--- config.mk ---
export PLATFORM = sky130hd
export DESIGN_NAME = tdm_status_flags
export DESIGN_NICKNAME = d
export VERILOG_FILES = /design/src/rtl/tdm_flags_pkg.sv /design/src/rtl/aux_flag_chan.sv /design/src/rtl/rx_fs_tag.sv /design/src/rtl/tx_slot_tracker.sv /design/src/rtl/tdm_status_flags.sv
export SDC_FILE = /design/constraint.sdc
export NUM_CORES = 1
export LEC_CHECK = 0
export ABC_AREA = 1
export BUFFER_PORTS_ARGS = -buffer_cell sky130_fd_sc_hd__buf_2
export CAP_MARGIN = 10
export CORE_MARGIN = 8
export CORE_UTILIZATION = 36
export CTS_CLUSTER_SIZE = 25
export DETAILED_ROUTE_END_ITERATION = 8
export PLACE_DENSITY = 0.69
export SLEW_MARGIN = 30
export SYNTH_ARGS = -nofsm -noshare
export SYNTH_HDL_FRONTEND = slang
export SYNTH_SLANG_ARGS = --single-unit
--- constraint.sdc ---
create_clock -name clk_i -period 2.8 [get_ports clk_i]
set_input_delay 0.14 -clock clk_i [delete_from_list [all_inputs] [get_ports clk_i]]
set_output_delay 0.14 -clock clk_i [all_outputs]
set_load 0.005 [all_outputs]
--- src/rtl/tdm_flags_pkg.sv ---
package tdm_flags_pkg;
  localparam int ST_IF0 = 0;
  localparam int ST_IF1 = 1;
  localparam int ST_TFS = 2;
  localparam int ST_RFS = 3;
  localparam int ST_W   = 4;
endpackage

--- src/rtl/aux_flag_chan.sv ---
module aux_flag_chan (
  input  logic clk_i,
  input  logic rst_ni,
  input  logic clr_i,
  input  logic en_i,
  input  logic aux_i,
  input  logic rx_fs_i,
  input  logic rx_bit_i,
  input  logic rx_xfer_i,
  output logic flag_o
);
  logic pend_q, lat_q, flag_q;
  logic pend_d, take;

  assign pend_d = pend_q | rx_fs_i;
  assign take   = rx_bit_i & pend_d;

  // hidden capture latch, separate from the visible bit
  always_ff @(posedge clk_i or negedge rst_ni) begin
    if (!rst_ni) begin
      pend_q <= 1'b0;
      lat_q  <= 1'b0;
    end else if (clr_i) begin
      pend_q <= 1'b0;
      lat_q  <= 1'b0;
    end else begin
      pend_q <= pend_d & ~take;
      if (take) lat_q <= aux_i;
    end
  end

  always_ff @(posedge clk_i or negedge rst_ni) begin
    if (!rst_ni)        flag_q <= 1'b0;
    else if (clr_i)     flag_q <= 1'b0;
    else if (!en_i)     flag_q <= 1'b0;
    else if (rx_xfer_i) flag_q <= lat_q;
  end

  assign flag_o = flag_q;

  // R2 for channel 0, R3 for channel 1
  p_flag_off_r2: assert property (@(posedge clk_i) disable iff (!rst_ni)
    !en_i |=> !flag_o);
  p_flag_hold_r5: assert property (@(posedge clk_i) disable iff (!rst_ni)
    en_i && !rx_xfer_i && !clr_i |=> $stable(flag_o));
endmodule

--- src/rtl/rx_fs_tag.sv ---
module rx_fs_tag (
  input  logic clk_i,
  input  logic rst_ni,
  input  logic clr_i,
  input  logic rx_fs_i,
  input  logic rx_xfer_i,
  output logic rfs_o
);
  logic word_fs_q, rfs_q;

  always_ff @(posedge clk_i or negedge rst_ni) begin
    if (!rst_ni) begin
      word_fs_q <= 1'b0;
      rfs_q     <= 1'b0;
    end else if (clr_i) begin
      word_fs_q <= 1'b0;
      rfs_q     <= 1'b0;
    end else if (rx_xfer_i) begin
      rfs_q     <= word_fs_q;
      word_fs_q <= rx_fs_i;   // sync on the transfer cycle opens the next word
    end else begin
      word_fs_q <= word_fs_q | rx_fs_i;
    end
  end

  assign rfs_o = rfs_q;

  p_rfs_hold_r11: assert property (@(posedge clk_i) disable iff (!rst_ni)
    !rx_xfer_i && !clr_i |=> $stable(rfs_o));
endmodule

--- src/rtl/tx_slot_tracker.sv ---
module tx_slot_tracker #(
  parameter int SLOT_W = 4
) (
  input  logic              clk_i,
  input  logic              rst_ni,
  input  logic              clr_i,
  input  logic              net_mode_i,
  input  logic              tx_any_i,
  input  logic              tx_fs_i,
  input  logic              tx_slot_i,
  input  logic [SLOT_W-1:0] slots_i,
  output logic              tfs_o
);
  localparam logic [SLOT_W-1:0] SLOT0 = '0;

  logic [SLOT_W-1:0] slot_q, slot_d;
  logic              tfs_q, evt;

  assign evt = tx_fs_i | tx_slot_i;

  always_comb begin
    slot_d = slot_q;
    if (!net_mode_i || tx_fs_i)  slot_d = SLOT0;
    else if (tx_slot_i)          slot_d = (slot_q == slots_i) ? SLOT0 : slot_q + SLOT_W'(1);
  end

  always_ff @(posedge clk_i or negedge rst_ni) begin
    if (!rst_ni) begin
      slot_q <= SLOT0;
      tfs_q  <= 1'b0;
    end else if (clr_i) begin
      slot_q <= SLOT0;
      tfs_q  <= 1'b0;
    end else begin
      slot_q <= slot_d;
      if (!tx_any_i) tfs_q <= 1'b0;
      else if (evt)  tfs_q <= (slot_d == SLOT0);
    end
  end

  assign tfs_o = tfs_q;

  p_tfs_idle_r9: assert property (@(posedge clk_i) disable iff (!rst_ni)
    !tx_any_i |=> !tfs_o);
  p_fs_slot0_r8: assert property (@(posedge clk_i) disable iff (!rst_ni)
    net_mode_i && tx_any_i && tx_fs_i && !clr_i |=> tfs_o);
  p_normal_one_r10: assert property (@(posedge clk_i) disable iff (!rst_ni)
    !net_mode_i && tx_any_i && evt && !clr_i |=> tfs_o);
endmodule

--- src/rtl/tdm_status_flags.sv ---
module tdm_status_flags
  import tdm_flags_pkg::*;
#(
  parameter int N_AUX  = 2,
  parameter int SLOT_W = 4
) (
  input  logic              clk_i,
  input  logic              rst_ni,
  input  logic              clr_i,
  input  logic              sync_mode_i,
  input  logic              net_mode_i,
  input  logic [N_AUX:0]    tx_en_i,
  input  logic [N_AUX-1:0]  aux_out_i,
  input  logic [N_AUX-1:0]  aux_i,
  input  logic              rx_fs_i,
  input  logic              rx_bit_i,
  input  logic              rx_xfer_i,
  input  logic              tx_slot_i,
  input  logic              tx_fs_i,
  input  logic [SLOT_W-1:0] slots_i,
  output logic [ST_W-1:0]   status_o
);
  logic [N_AUX-1:0] if_en, if_flag;
  logic             tfs, rfs;

  for (genvar k = 0; k < N_AUX; k++) begin : g_aux
    // aux pin k pairs with transmitter k+1
    assign if_en[k] = sync_mode_i & ~tx_en_i[k+1] & ~aux_out_i[k];
    aux_flag_chan i_chan (
      .clk_i     (clk_i),
      .rst_ni    (rst_ni),
      .clr_i     (clr_i),
      .en_i      (if_en[k]),
      .aux_i     (aux_i[k]),
      .rx_fs_i   (rx_fs_i),
      .rx_bit_i  (rx_bit_i),
      .rx_xfer_i (rx_xfer_i),
      .flag_o    (if_flag[k])
    );
  end

  rx_fs_tag i_rfs (
    .clk_i     (clk_i),
    .rst_ni    (rst_ni),
    .clr_i     (clr_i),
    .rx_fs_i   (rx_fs_i),
    .rx_xfer_i (rx_xfer_i),
    .rfs_o     (rfs)
  );

  tx_slot_tracker #(.SLOT_W(SLOT_W)) i_slot (
    .clk_i      (clk_i),
    .rst_ni     (rst_ni),
    .clr_i      (clr_i),
    .net_mode_i (net_mode_i),
    .tx_any_i   (|tx_en_i),
    .tx_fs_i    (tx_fs_i),
    .tx_slot_i  (tx_slot_i),
    .slots_i    (slots_i),
    .tfs_o      (tfs)
  );

  always_comb begin
    status_o         = '0;
    status_o[ST_IF0] = if_flag[0];
    status_o[ST_IF1] = if_flag[1];
    status_o[ST_TFS] = tfs;
    status_o[ST_RFS] = rfs;
  end

  p_clear_r1: assert property (@(posedge clk_i) disable iff (!rst_ni)
    clr_i |=> status_o == '0);
endmodule

Word-level counts from Yosys, hierarchy flattened
Cells that the tools add are included.
- add/subtract/negate cells: 1
- eq/ne operators: 4
- mux-type cells: 23
- bitwise logic cells: 18
- reduce and logical (&&, ||, !) cells: 7
- operators by type and width (kind ; number):
    two-way mux 1 bit ; 19
    two-way mux 4 bit ; 4
    != test 3 bit (second input constant) ; 3
    bitwise AND 1 bit ; 8
    inverter 1 bit ; 6
    nonzero test 2 bit ; 3
    adder 4 x 1 -> 4 bit (second input constant) ; 1
    == test 4 bit ; 1
    zero test 4 bit ; 1
    OR 1 bit ; 4
    OR reduction 3 bit ; 1
    zero test 1 bit ; 1
    logical OR 1 bit ; 1
- register bits after elaboration: 13
- bits of input ports: 21

Depth between registers and ports, before layout
- depth in word-level cells: 8
- depth in mapped cells: 8

Cells and area by module
Synthesis repeated with hierarchy kept, for this count alone.
- cell total of the unflattened synthesis: 115
- area total of the unflattened synthesis: 803.3 µm²
- modules (own cells, without submodules) (module ; times used ; cells each ; area each (µm²) ; sequential area each (µm²)):
    tx_slot_tracker ; 1 ; 62 ; 396.6 ; 125.1
    aux_flag_chan ; 2 ; 17 ; 137.6 ; 75.1
    rx_fs_tag ; 1 ; 9 ; 81.3 ; 50.0
    tdm_status_flags ; 1 ; 10 ; 50.0 ; 0.0

Worst setup path before layout
OpenSTA, ideal clock, no wires.
- path kind: register to register
- start point: register i_slot.slot_q[0]
- end point: register i_slot.tfs_q (netlist: i_slot.tfs_o)
- setup time: 0.124 ns
- arrival: 1.098 ns
- slack: 1.579 ns
- cell stages (with the launch flop): 7
- path buffers: 0
- clock period less this slack: 1.221 ns
- path through: dfrtp_1 ha_1 nor2_1 nor3_1 o21ai_0 nand2_1 o21bai_2
- word-level cells in the longest chain between the ends: 8
- elaborated cells on any way between the ends: 9
- those cells by class: add/sub (1); eq/ne (1); mux (6); reduce/logical (1)
- RTL lines (what ; RTL line ; RTL):
    start: declaration ; tx_slot_tracker.sv:16 ; logic [SLOT_W-1:0] slot_q, slot_d;
    start signal: assignment ; tx_slot_tracker.sv:35 ; slot_q <= slot_d;
    adder 4 x 1 -> 4 bit / == test 4 bit (equally long branches) ; tx_slot_tracker.sv:24 ; else if (tx_slot_i) slot_d = (slot_q == slots_i) ? SLOT0 : slot_q + SLOT_W'(1);
    two-way mux 4 bit ; tx_slot_tracker.sv:24 ;
    two-way mux 4 bit (*) ; tx_slot_tracker.sv:24 ;
    two-way mux 4 bit (*) ; tx_slot_tracker.sv:23 ; if (!net_mode_i || tx_fs_i) slot_d = SLOT0;
    zero test 4 bit (*) ; tx_slot_tracker.sv:37 ; else if (evt) tfs_q <= (slot_d == SLOT0);
    two-way mux 1 bit (*) ; tx_slot_tracker.sv:37 ;
    two-way mux 1 bit (*) ; tx_slot_tracker.sv:36 ; if (!tx_any_i) tfs_q <= 1'b0;
    two-way mux 1 bit (*) ; tx_slot_tracker.sv:31 ; end else if (clr_i) begin
    end signal: assignment ; tx_slot_tracker.sv:37 ;
    end: declaration ; tx_slot_tracker.sv:17 ; logic tfs_q, evt;
Every way passes the cells marked *; elsewhere a longest branch is shown, timed or not. The select of a mux whose other input is x is not followed.
A chain may end at the register's enable or synchronous reset.

Worst setup path in the final report
Ends and elaborated chain as after synthesis.

==> impl_metrics.ini <==
[status]
status = completed

[timing]
fmax_mhz = 778
finClkSkew_ps = 6.64
maxSlewViolCount = 0
period_share_pct = 45.9
setup-tns-final_ps = 0
max_slew_margin_pct = 80.4
setup_viol = 0
period_minus_slack_ps = 1290
report.final.hold_viol_count = 0
grt_setup_unrepaired = false
tightest_slew_ps = 294

[floorplan]
fp.dieH_um = 61.7
dieArea_um2 = 3810
coreArea_um2 = 1960
ios = 25
rows = 16
die_x_um = 61.7
initial_core_util_pct = 38.4

[cells_and_area]
stdcell_count = 153
fin_area_um2 = 908
drive_gt1_share_pct = 27.8
syn2layout_area_growth_pct = 20.6
layout.nets = 149
antenna_cells = 0

[pwr]
switching_share_pct = 25.4
p_int_uw = 275
seqPwrFrac_pct = 53.9
ir_worst_vdd_mv = 0.256
p_clk_share_pct = 30.6
switchingPower_uw = 93.6
power_per_cell_area_nw_per_um2 = 406
p_leak_nw = 0.488
power_frac_comb_pct = 15.5

[placement]
gp_congestion = 0.798
placed_cells = 148
placed_cell_area_um2 = 872
io_buffers = 24
hpwlAfterDp_mm = 1.37

[synthesis]
synth_cell_type_count = 23
synthArstFlopShare_pct = 100
synthTopCellsByArea = dfrtp_1, nand2_1, nor2_1
ys_ff_latch = 13
yosysTopAreaCellShare_pct = 43.2
syn_area_per_cell_um2 = 7.38
synth-main-ff-cell = dfrtp_1
synth_top_family_by_area = simple AND/OR/NAND/NOR gates
synth_compound_area_share_pct = 7.48
ys_warn_count = 0
syn-cell-area_um2 = 753
syn_inst = 102
synth_largest_area_cell = dfrtp_1
synth_common_cells = nand2_1, nor2_1, dfrtp_1, inv_1
yosysMostFrequentCell = nand2_1
synthXorXnorAreaFrac_pct = 2.33
synthAdderAreaFrac_pct = 1.66
synthSimpleGateAreaFrac_pct = 34.7
synthMuxAreaShare_pct = 0
synth-edff-count = 0
syn_nets = 124
seq_area_frac_synth_pct = 43.2

[global_routing]
grt_max_degree = 14
grt_overflow = 0
grt_pass1_wl_mm = 2.86
antenna_found_initial = 0
grt_pass1_vias = 736
grt_util_all_layers_pct = 9.98

[clocking]
cts_setup_buffers = 0
cts_resized = 0
cts_root_buf = clkbuf_4
cts_buffers = 3
clk_latency_ps = 270
htree_levels = 1
cts_buffer_depth = 2
clk_pin_slew_ps = 80
holdBufCountCts = 1
cts_tree = yes
cts.sinks = 13

[critical_path]
critPathArrivalTime_ps = 1450
worstPathCellList = ha_1, nor2_1, nor3_1, o21ai_0, nand2_1, o21bai_2
cp_slowest_cell = dfrtp_1
cp-end-kind = register
start_kind = register
required_ps = 2960
worst-setup-path-type = reg2reg
path_buf_inv = 0
max_stage_delay_ps = 430
cp_max_fo = 5
crit_family = flip-flops

[routing]
drt_pre_antenna_iters = 2
avgRoutedWirePerCell_um = 11.0
vias = 686
vias_per_cell = 4.48
drt-initial-drc-count = 14
drc = 0
ant_nets = 0
drt_wl_total_mm = 1.69

[flow_run]
maxCapViolations = 0

[worst_hold_path]
hold_path_class = in2reg
through the flow:
| step | total power [mW] | hold WS (ps) | util [%] | worst slack [ps] |
|---|---|---|---|---|
| 6_report | 0.368 | 62.0 | 46.3 | 1510 |
| 2_1_floorplan | 0.233 | -156 | - | 1580 |
| 5_1_grt | 0.397 | 53.3 | 46.3 | 1310 |
| 3_5_place_dp | 0.259 | 46.5 | 44.5 | 1490 |
| 3_3_place_gp | 0.258 | 43.6 | 44.5 | 1530 |
| 4_1_cts | 0.377 | 47.9 | 46.3 | 1490 |
layer usage:
layer / global-route usage, % / vias to the layer above / wire, um
li1: - / 365 / -
met5: 0 / - / 0
met3: 3.50 / 2 / 130
met4: 4.87 / 0 / 9
met2: 16.7 / 21 / 802
met1: 11.0 / 298 / 748
power groups by stage:
stage	registers [mW]	clock network, mW	logic [mW]
after floorplan	0.201	0	0.0322
after global placement	0.202	0	0.0555
after detailed placement	0.202	0	0.0565
after CTS	0.199	0.121	0.0578
after global routing	0.199	0.132	0.0661
final	0.199	0.113	0.0571
sequential cells by signal (all words and copies together) (netlist names):
signal / cells
i_slot.slot_q: 4
i_slot.tfs_o: 1
i_rfs.word_fs_q: 1
g_aux.i_chan.flag_o: 2
i_rfs.rfs_o: 1
g_aux.i_chan.lat_q: 2
g_aux.i_chan.pend_q: 2
cells by family (layout without fill, tap and decap cells):
kind of cell,Yosys count,in the layout
compound gates,8,8
xor+xnor,2,2
fa+ha+maj,1,1
buf+inv,17,41
flops,13,13
simple gates,61,61
layout make-up:
cell class / count / area, um2
inverters: 12 / 45.0
fillers: 229 / 1050
multi-input cells: 72 / 348
flip-flops and latches: 13 / 325
clock buffers: 4 / 26.3
repair buffers: 25 / 130
well taps: 27 / 33.8
final timing paths:
check                                  from                endpoint  slack [ps]  cells past startpoint
setup / recovery           i_slot.slot_q[0]            i_slot.tfs_o        1510                      6
hold / removal                     rx_bit_i  g_aux[0].i_chan.pend_q          60                      2
setup reg to reg           i_slot.slot_q[0]            i_slot.tfs_o        1510                      6
hold reg to reg                 i_rfs.rfs_o             i_rfs.rfs_o         480                      2
max in group asynchronous            rst_ni        i_slot.slot_q[0]        2300                      2
min in group asynchronous            rst_ni             i_rfs.rfs_o         270                      2
cell usage in the layout (no fill, tap or decap):
master and count:
o31ai_1 1, xnor2_1 1, o21bai_2 1, inv_2 2, nand2_2 1, nand2_1 25
nand4_1 1, nand3_2 1, clkbuf_4 3, nand3_1 4, ha_1 1, a21oi_1 2
clkbuf_1 1, buf_2 24, o21ai_0 2, dfrtp_1 13, nor3_1 4, dlygate4sd3_1 1
nor2_2 3, o2111ai_1 1, nor2_1 21, xor2_1 1, nor3b_1 1, a22o_1 1
inv_1 10
(Power assumes the default switching activity.)
